--- src/rtl/adc_seq_pkg.sv ---
package adc_seq_pkg;
    typedef enum logic [1:0] {
        ST_IDLE   = 2'd0,
        ST_LAUNCH = 2'd1,
        ST_WAIT   = 2'd2,
        ST_DRAIN  = 2'd3
    } seq_state_t;

    localparam int unsigned BIT_START = 0;
    localparam int unsigned BIT_GROUP = 1;
    localparam int unsigned BIT_CNT   = 2;
endpackage

--- src/rtl/adc_seq_ctrl_regs.sv ---
module adc_seq_ctrl_regs
    import adc_seq_pkg::*;
#(
    parameter int unsigned DATA_W = 16,
    parameter int unsigned ADDR_W = 4,
    parameter int unsigned IDX_W  = 2
) (
    input  logic              clk,
    input  logic              rst_n,
    input  logic              wr_en,
    input  logic [ADDR_W-1:0] wr_addr,
    input  logic [DATA_W-1:0] wr_data,
    input  logic              ext_trig,
    input  logic              seq_finish,
    output logic              ctrl_wr,
    output logic              kick,
    output logic              abort,
    output logic              start_bit,
    output logic              group_bit,
    output logic [IDX_W-1:0]  ch_cnt,
    output logic              done_bit,
    output logic              ie_bit
);
    localparam int unsigned BIT_DONE = BIT_CNT + IDX_W;
    localparam int unsigned BIT_IE   = BIT_DONE + 1;

    logic trig_q;
    logic trig_edge;

    assign ctrl_wr   = wr_en && (wr_addr == '0);
    assign trig_edge = ext_trig && !trig_q;
    assign kick      = (ctrl_wr && wr_data[BIT_START])
                     || (!ctrl_wr && trig_edge && !start_bit);
    assign abort     = ctrl_wr && !wr_data[BIT_START] && start_bit;

    always_ff @(posedge clk or negedge rst_n) begin
        if (!rst_n) begin
            trig_q <= 1'b0;
        end else begin
            trig_q <= ext_trig;
        end
    end

    always_ff @(posedge clk or negedge rst_n) begin
        if (!rst_n) begin
            start_bit <= 1'b0;
            group_bit <= 1'b0;
            ch_cnt    <= '0;
            done_bit  <= 1'b0;
            ie_bit    <= 1'b0;
        end else if (ctrl_wr) begin
            start_bit <= wr_data[BIT_START];
            group_bit <= wr_data[BIT_GROUP];
            ch_cnt    <= wr_data[BIT_CNT +: IDX_W];
            ie_bit    <= wr_data[BIT_IE];
            if (!wr_data[BIT_DONE]) begin
                done_bit <= 1'b0;
            end
        end else if (kick) begin
            start_bit <= 1'b1;
        end else if (seq_finish) begin
            start_bit <= 1'b0;
            done_bit  <= 1'b1;
        end
    end
endmodule

--- src/rtl/adc_seq_fsm.sv ---
module adc_seq_fsm
    import adc_seq_pkg::*;
#(
    parameter int unsigned IDX_W = 2
) (
    input  logic             clk,
    input  logic             rst_n,
    input  logic             start_bit,
    input  logic             kick,
    input  logic             abort,
    input  logic [IDX_W-1:0] ch_cnt,
    input  logic             conv_done,
    output seq_state_t       state,
    output logic [IDX_W-1:0] idx,
    output logic             conv_start,
    output logic             store_en,
    output logic             seq_finish
);
    seq_state_t       state_d;
    logic [IDX_W-1:0] idx_d;
    logic             halt;
    logic             last_ch;

    assign halt    = kick || abort;
    assign last_ch = (idx == ch_cnt);

    always_ff @(posedge clk or negedge rst_n) begin
        if (!rst_n) begin
            state <= ST_IDLE;
            idx   <= '0;
        end else begin
            state <= state_d;
            idx   <= idx_d;
        end
    end

    always_comb begin
        state_d = state;
        idx_d   = idx;
        unique case (state)
            ST_IDLE: begin
                idx_d = '0;
                if (start_bit && !abort) begin
                    state_d = ST_LAUNCH;
                end
            end
            ST_LAUNCH: begin
                state_d = halt ? ST_DRAIN : ST_WAIT;
            end
            ST_WAIT: begin
                if (conv_done) begin
                    if (halt || last_ch) begin
                        state_d = ST_IDLE;
                    end else begin
                        state_d = ST_LAUNCH;
                        idx_d   = idx + 1'b1;
                    end
                end else if (halt) begin
                    state_d = ST_DRAIN;
                end
            end
            ST_DRAIN: begin
                if (conv_done) begin
                    state_d = ST_IDLE;
                end
            end
            default: state_d = ST_IDLE;
        endcase
    end

    always_comb begin
        conv_start = 1'b0;
        store_en   = 1'b0;
        seq_finish = 1'b0;
        unique case (state)
            ST_IDLE:   ;
            ST_LAUNCH: conv_start = 1'b1;
            ST_WAIT: begin
                store_en   = conv_done && !halt;
                seq_finish = conv_done && !halt && last_ch;
            end
            ST_DRAIN:  ;
            default:   ;
        endcase
    end
endmodule

--- src/rtl/adc_seq_results.sv ---
module adc_seq_results #(
    parameter int unsigned NUM_CH = 8,
    parameter int unsigned CH_W   = 3,
    parameter int unsigned RES_W  = 10
) (
    input  logic             clk,
    input  logic             rst_n,
    input  logic             store_en,
    input  logic [CH_W-1:0]  store_ch,
    input  logic [RES_W-1:0] store_data,
    input  logic [CH_W-1:0]  rd_ch,
    output logic [RES_W-1:0] rd_val
);
    logic [RES_W-1:0] bank [NUM_CH];

    for (genvar g = 0; g < NUM_CH; g++) begin : g_slot
        always_ff @(posedge clk or negedge rst_n) begin
            if (!rst_n) begin
                bank[g] <= '0;
            end else if (store_en && (store_ch == CH_W'(g))) begin
                bank[g] <= store_data;
            end
        end
    end

    assign rd_val = bank[rd_ch];
endmodule

--- src/rtl/adc_seq_ctrl.sv ---
module adc_seq_ctrl
    import adc_seq_pkg::*;
#(
    parameter int unsigned GROUP_SIZE = 4,
    parameter int unsigned RES_W      = 10,
    parameter int unsigned DATA_W     = 16,
    parameter int unsigned ADDR_W     = 4
) (
    input  logic                                  clk,
    input  logic                                  rst_n,
    input  logic                                  wr_en,
    input  logic [ADDR_W-1:0]                     wr_addr,
    input  logic [DATA_W-1:0]                     wr_data,
    input  logic [ADDR_W-1:0]                     rd_addr,
    output logic [DATA_W-1:0]                     rd_data,
    input  logic                                  ext_trig,
    output logic                                  conv_start,
    output logic [$clog2(GROUP_SIZE*2)-1:0]       conv_ch,
    input  logic                                  conv_done,
    input  logic [RES_W-1:0]                      conv_result,
    output logic                                  irq
);
    localparam int unsigned IDX_W  = $clog2(GROUP_SIZE);
    localparam int unsigned NUM_CH = GROUP_SIZE * 2;
    localparam int unsigned CH_W   = $clog2(NUM_CH);
    localparam int unsigned CTRL_W = IDX_W + 4;

    logic             ctrl_wr;
    logic             kick;
    logic             abort;
    logic             start_bit;
    logic             group_bit;
    logic [IDX_W-1:0] ch_cnt;
    logic             done_bit;
    logic             ie_bit;
    seq_state_t       state;
    logic [IDX_W-1:0] idx;
    logic             store_en;
    logic             seq_finish;
    logic [RES_W-1:0] res_val;
    logic [CTRL_W-1:0] ctrl_word;

    adc_seq_ctrl_regs #(
        .DATA_W(DATA_W),
        .ADDR_W(ADDR_W),
        .IDX_W (IDX_W)
    ) u_regs (
        .clk       (clk),
        .rst_n     (rst_n),
        .wr_en     (wr_en),
        .wr_addr   (wr_addr),
        .wr_data   (wr_data),
        .ext_trig  (ext_trig),
        .seq_finish(seq_finish),
        .ctrl_wr   (ctrl_wr),
        .kick      (kick),
        .abort     (abort),
        .start_bit (start_bit),
        .group_bit (group_bit),
        .ch_cnt    (ch_cnt),
        .done_bit  (done_bit),
        .ie_bit    (ie_bit)
    );

    adc_seq_fsm #(
        .IDX_W(IDX_W)
    ) u_fsm (
        .clk       (clk),
        .rst_n     (rst_n),
        .start_bit (start_bit),
        .kick      (kick),
        .abort     (abort),
        .ch_cnt    (ch_cnt),
        .conv_done (conv_done),
        .state     (state),
        .idx       (idx),
        .conv_start(conv_start),
        .store_en  (store_en),
        .seq_finish(seq_finish)
    );

    assign conv_ch = {group_bit, idx};

    adc_seq_results #(
        .NUM_CH(NUM_CH),
        .CH_W  (CH_W),
        .RES_W (RES_W)
    ) u_res (
        .clk       (clk),
        .rst_n     (rst_n),
        .store_en  (store_en),
        .store_ch  (conv_ch),
        .store_data(conv_result),
        .rd_ch     (rd_addr[CH_W-1:0]),
        .rd_val    (res_val)
    );

    assign ctrl_word = {ie_bit, done_bit, ch_cnt, group_bit, start_bit};
    assign irq       = done_bit && ie_bit;

    always_comb begin
        rd_data = '0;
        if (rd_addr[ADDR_W-1]) begin
            rd_data = DATA_W'(res_val);
        end else if (rd_addr == '0) begin
            rd_data = DATA_W'(ctrl_word);
        end
    end
endmodule

--- config.mk ---
export PLATFORM = sky130hd
export DESIGN_NAME = adc_seq_ctrl
export DESIGN_NICKNAME = d
export VERILOG_FILES = /design/src/rtl/adc_seq_pkg.sv /design/src/rtl/adc_seq_ctrl_regs.sv /design/src/rtl/adc_seq_fsm.sv /design/src/rtl/adc_seq_results.sv /design/src/rtl/adc_seq_ctrl.sv
export SDC_FILE = /design/constraint.sdc
export NUM_CORES = 1
export LEC_CHECK = 0
export BUFFER_PORTS_ARGS = -buffer_cell sky130_fd_sc_hd__buf_2
export CAP_MARGIN = 10
export CORE_MARGIN = 3
export CORE_UTILIZATION = 62
export DETAILED_ROUTE_END_ITERATION = 8
export PLACE_DENSITY = 0.85
export SETUP_SLACK_MARGIN = 0.02
export SLEW_MARGIN = 5
export SYNTH_ARGS = -nofsm -noshare
export SYNTH_HDL_FRONTEND = slang
export SYNTH_HIERARCHICAL = 1
export SYNTH_SLANG_ARGS = --single-unit
--- constraint.sdc ---
create_clock -name clk -period 3.6 [get_ports clk]
set_input_delay 0.72 -clock clk [delete_from_list [all_inputs] [get_ports clk]]
set_output_delay 0.72 -clock clk [all_outputs]
set_load 0.05 [all_outputs]
==> summary.txt <==
Die
  – Die outline height: around 92 µm
  – # IOs: 60
  – Initial Utilization: 0.653
  – Full die area: 8380 µm²
  – Die X: 91.5 µm
  – Row count: 30
  – Core Footprint: about 6900 µm²

Setup path
  – Worst setup path startpoint: rd_addr[0]
  – Data arrival time of the critical path: 2.61 ns
  – Worst setup EP type: output pin
  – Critical path class: input pin to output pin
  – Internal reg-to-reg setup slack: roughly 1.2 ns
  – Capture instance of the worst register-to-register path: u_res/bank[28]$_DFFE_PN0P_
  – Critical path startpoint category: input pin
  – Worst reg2reg path depth: 8
  – Highest net fanout along the worst path: 21
  – Reg-to-reg critical path startpoint: u_regs/start_bit$_DFFE_PN0P_
  – Endpoint required time on the critical path: roughly 2.9 ns

Synth
  – Post-synthesis async set-or-reset flop share: 1.00
  – Portion of the post-synthesis area used by sequential elements: 0.502
  – Post-synthesis area per instance: 15.4 µm²
  – Fraction of the mapped netlist area in compound gates: 0.0328
  – Number of warnings issued by yosys: 6
  – Number of unique standard cell types used by synthesis: 44
  – Dominant combinational cell family by area after synthesis: multiplexers
  – Synth Area in Simple Gates: 0.0717
  – Count of state elements after synthesis: between 90 and 100
  – Post-synthesis cell area: 4530 µm²
  – Post-synth EDFFs: 0
  – Synthesized-area fraction occupied by adder cells: 0
  – Gate Count Post-Synth: a little under 300
  – Share of the synthesized netlist area taken by xor and xnor gates: 0.00386
  – Proportion of synthesized area in mux cells: 0.354
  – Most used DFF post-synth: sky130_fd_sc_hd__dfrtp_1

Cells and area
  – Number of diodes: 0
  – Share of cells above drive strength 1: 0.507
  – Utilization after layout: 0.728
  – Signed area change from the synthesized netlist to the final layout: 11.6%
  – Final layout net count: 382
  – Layout Cells excl Fill: roughly 440

Global routing
  – Global-route wire length before repair: approximately 14000 µm
  – GRT Overall Usage: 0.225
  – Maximum number of pins on one net before global-route repair: 92
  – Number of antenna violations at the first check in global routing: 0
  – Via count of the first global-routing pass: 2744
  – Remaining global-route overflow: 0

Place
  – Number of placed instances with taps included: 428
  – Worst setup slack after placement: between 0.2 and 0.3 ns
  – Detailed Place HPWL: between 5000 and 6000 µm
  – Gpl congestion: 0.755
  – Port buffer count: 43

STA
  – Slew at the pin closest to its max-slew limit: around 1.1 ns
  – Remaining max-slew budget at the tightest pin: 0.270
  – Final min period: 3.33 ns
  – Post-route setup TNS: 0 ns
  – Setup ws final: 0.267 ns
  – Skew final: 0.0123 ns
  – Final Hold Fails: 0
  – Slew Viols, Final: 0
  – Fraction of the cycle the final worst path needs: 0.926
  – Setup repair after global routing missed its margin: false
  – Hold Worst Slack: 0.487 ns
  – Max frequency: 300 MHz
  – Number of failing setup endpoints in the final timing report: 0

Flow run
  – Max Cap Viol: 0

Clock tree
  – Clock insertion delay at the later pin of the skew report: 0.35 ns
  – Number of clock buffers inserted by TritonCTS: 9
  – Clock tree from TritonCTS: done
  – Post-CTS Resized: 0
  – Post-CTS Setup Repair Bufs: 0
  – Hold bufs inserted after CTS: 0
  – Maximum clock insertion buffer count: 2
  – Total number of clock tree sinks: 91
  – Clock input transition at the sequential cells of the worst setup and hold paths: 0.09 ns
  – Clk root buf: sky130_fd_sc_hd__clkbuf_8
  – H-tree levels: 3

Power
  – Maximum vdd ir drop: 0.284 mV
  – Pwr per Cell Area: 711 nW/µm²
  – Leakage: 2.40 nW

Route
  – DRC violations left: 0
  – Total wirelength of the detailed-routed design: slightly below 9000 µm
  – Detailed-routing iteration count for the pre-antenna-repair pass: 4
  – Post-DR wirelength/cell: 19.8 µm
  – Vias per std cell: 5.95
  – Via Count: 2638
  – Residual antenna-violating net count after detailed routing: 0
  – Violation count after the first detailed-route iteration: 112

Hold path
  – Startpoint of the worst hold path: ext_trig
  – Endpoint, Worst Hold: u_regs/trig_q$_DFF_PN0_
  – Count of cells along the worst hold path: 1
  – Hold Path Class: input pin to register

Run status
  – Result of the run: finished, final reports clean
how the worst max path moves through the flow:
stage	endpoint	slack, ns	cells past startpoint
after floorplan	u_res/bank[70]$_DFFE_PN0P_	0.56	8
after global placement	rd_data[3]	0.26	5
after detailed placement	rd_data[2]	0.25	5
after CTS	rd_data[2]	0.25	5
after global routing	rd_data[2]	0.20	5
final	rd_data[2]	0.27	5
metrics by stage:
stage                     total power, mW  instance area (µm²)
after detailed placement             2.93                 4860
after global routing                 3.81                 5060
after floorplan                      2.62                 4550
final                                3.60                 5060
after CTS                            3.62                 5060
after global placement               2.84                 4860
sequential cells by signal, indices dropped and copies added, names as in the netlist:
signal,cells
u_res/bank,80
u_fsm/state,2
u_regs/ch_cnt,2
u_fsm/idx,2
u_regs/done_bit,1
u_regs/trig_q,1
u_regs/ie_bit,1
u_regs/start_bit,1
u_regs/group_bit,1
layout make-up:
cell class                      instances  area [µm²]
Sequential cell                        91        2280
Inverter                                3        11.3
Clock buffer                           10         138
Tap cell                               96         120
Fill cell                             445        1890
Timing Repair Buffer                   54         325
Clock inverter                          5        61.3
Multi-Input combinational cell        184        2130
worst max-delay path, stage by stage:
cell and delay, ns:
sky130_fd_sc_hd__buf_2 0.49, sky130_fd_sc_hd__mux4_1 0.64, sky130_fd_sc_hd__mux2_2 0.31, sky130_fd_sc_hd__a22o_1 0.24
sky130_fd_sc_hd__buf_2 0.21
routing by layer:
| metal | vias up | track usage | wire (µm) |
|---|---|---|---|
| met3 | 11 | 0.0381 | 315 |
| met2 | 54 | 0.377 | 4370 |
| met4 | 0 | 0.0791 | 111 |
| met5 | - | 0 | 0 |
| li1 | 1214 | - | - |
| met1 | 1359 | 0.298 | 3990 |
placed cells by master (no fill, tap or decap), types with 2 or more instances in the layout:
| cell type | n |
|---|---|
| sky130_fd_sc_hd__clkinvlp_4 | 3 |
| sky130_fd_sc_hd__buf_2 | 42 |
| sky130_fd_sc_hd__mux4_1 | 20 |
| sky130_fd_sc_hd__nand4b_1 | 3 |
| sky130_fd_sc_hd__xnor2_1 | 2 |
| sky130_fd_sc_hd__and4bb_2 | 3 |
| sky130_fd_sc_hd__o21ai_0 | 2 |
| sky130_fd_sc_hd__nor2b_1 | 6 |
| sky130_fd_sc_hd__a21oi_1 | 3 |
| sky130_fd_sc_hd__buf_4 | 10 |
| sky130_fd_sc_hd__buf_12 | 2 |
| sky130_fd_sc_hd__and2_1 | 5 |
| sky130_fd_sc_hd__nor2_1 | 3 |
| sky130_fd_sc_hd__nand2_1 | 5 |
| sky130_fd_sc_hd__mux2_2 | 95 |
| sky130_fd_sc_hd__conb_1 | 6 |
| sky130_fd_sc_hd__dfrtp_1 | 91 |
| sky130_fd_sc_hd__inv_1 | 3 |
| sky130_fd_sc_hd__a2111o_1 | 2 |
| sky130_fd_sc_hd__clkbuf_8 | 10 |
| sky130_fd_sc_hd__o211ai_1 | 2 |
| sky130_fd_sc_hd__a22o_1 | 6 |
cells by family (layout without fill, tap and decap cells):
group / Yosys count / count (layout)
xor gates and xnor gates: 2 / 2
AOI/OAI and AO/OA: 19 / 19
other: 1 / 6
muxes: 116 / 116
buffers and inverters: 25 / 72
DFF: 91 / 91
and+or+nand+nor: 41 / 41
cells in the mapped netlist, drive strengths merged, types with 3 or more instances:
library cell / instances / area, µm²
and4bb: 3 / 37.5
nor2b: 6 / 37.5
mux4: 20 / 526
inv: 3 / 11.3
and2: 5 / 31.3
nor2: 3 / 11.3
dfrtp: 91 / 2280
buf: 19 / 133
a21oi: 3 / 15.0
nand4b: 3 / 26.3
clkbuf: 3 / 12.5
nand2: 5 / 18.8
mux2: 95 / 1070
or3b: 3 / 28.8
a22o: 6 / 52.6
report_power, final:
part | switching, mW | internal [mW]
logic | 0.540 | 0.671
registers | 0.258 | 1.44
clock network | 0.349 | 0.338
total | 1.15 | 2.45
(Power assumes the default switching activity.)
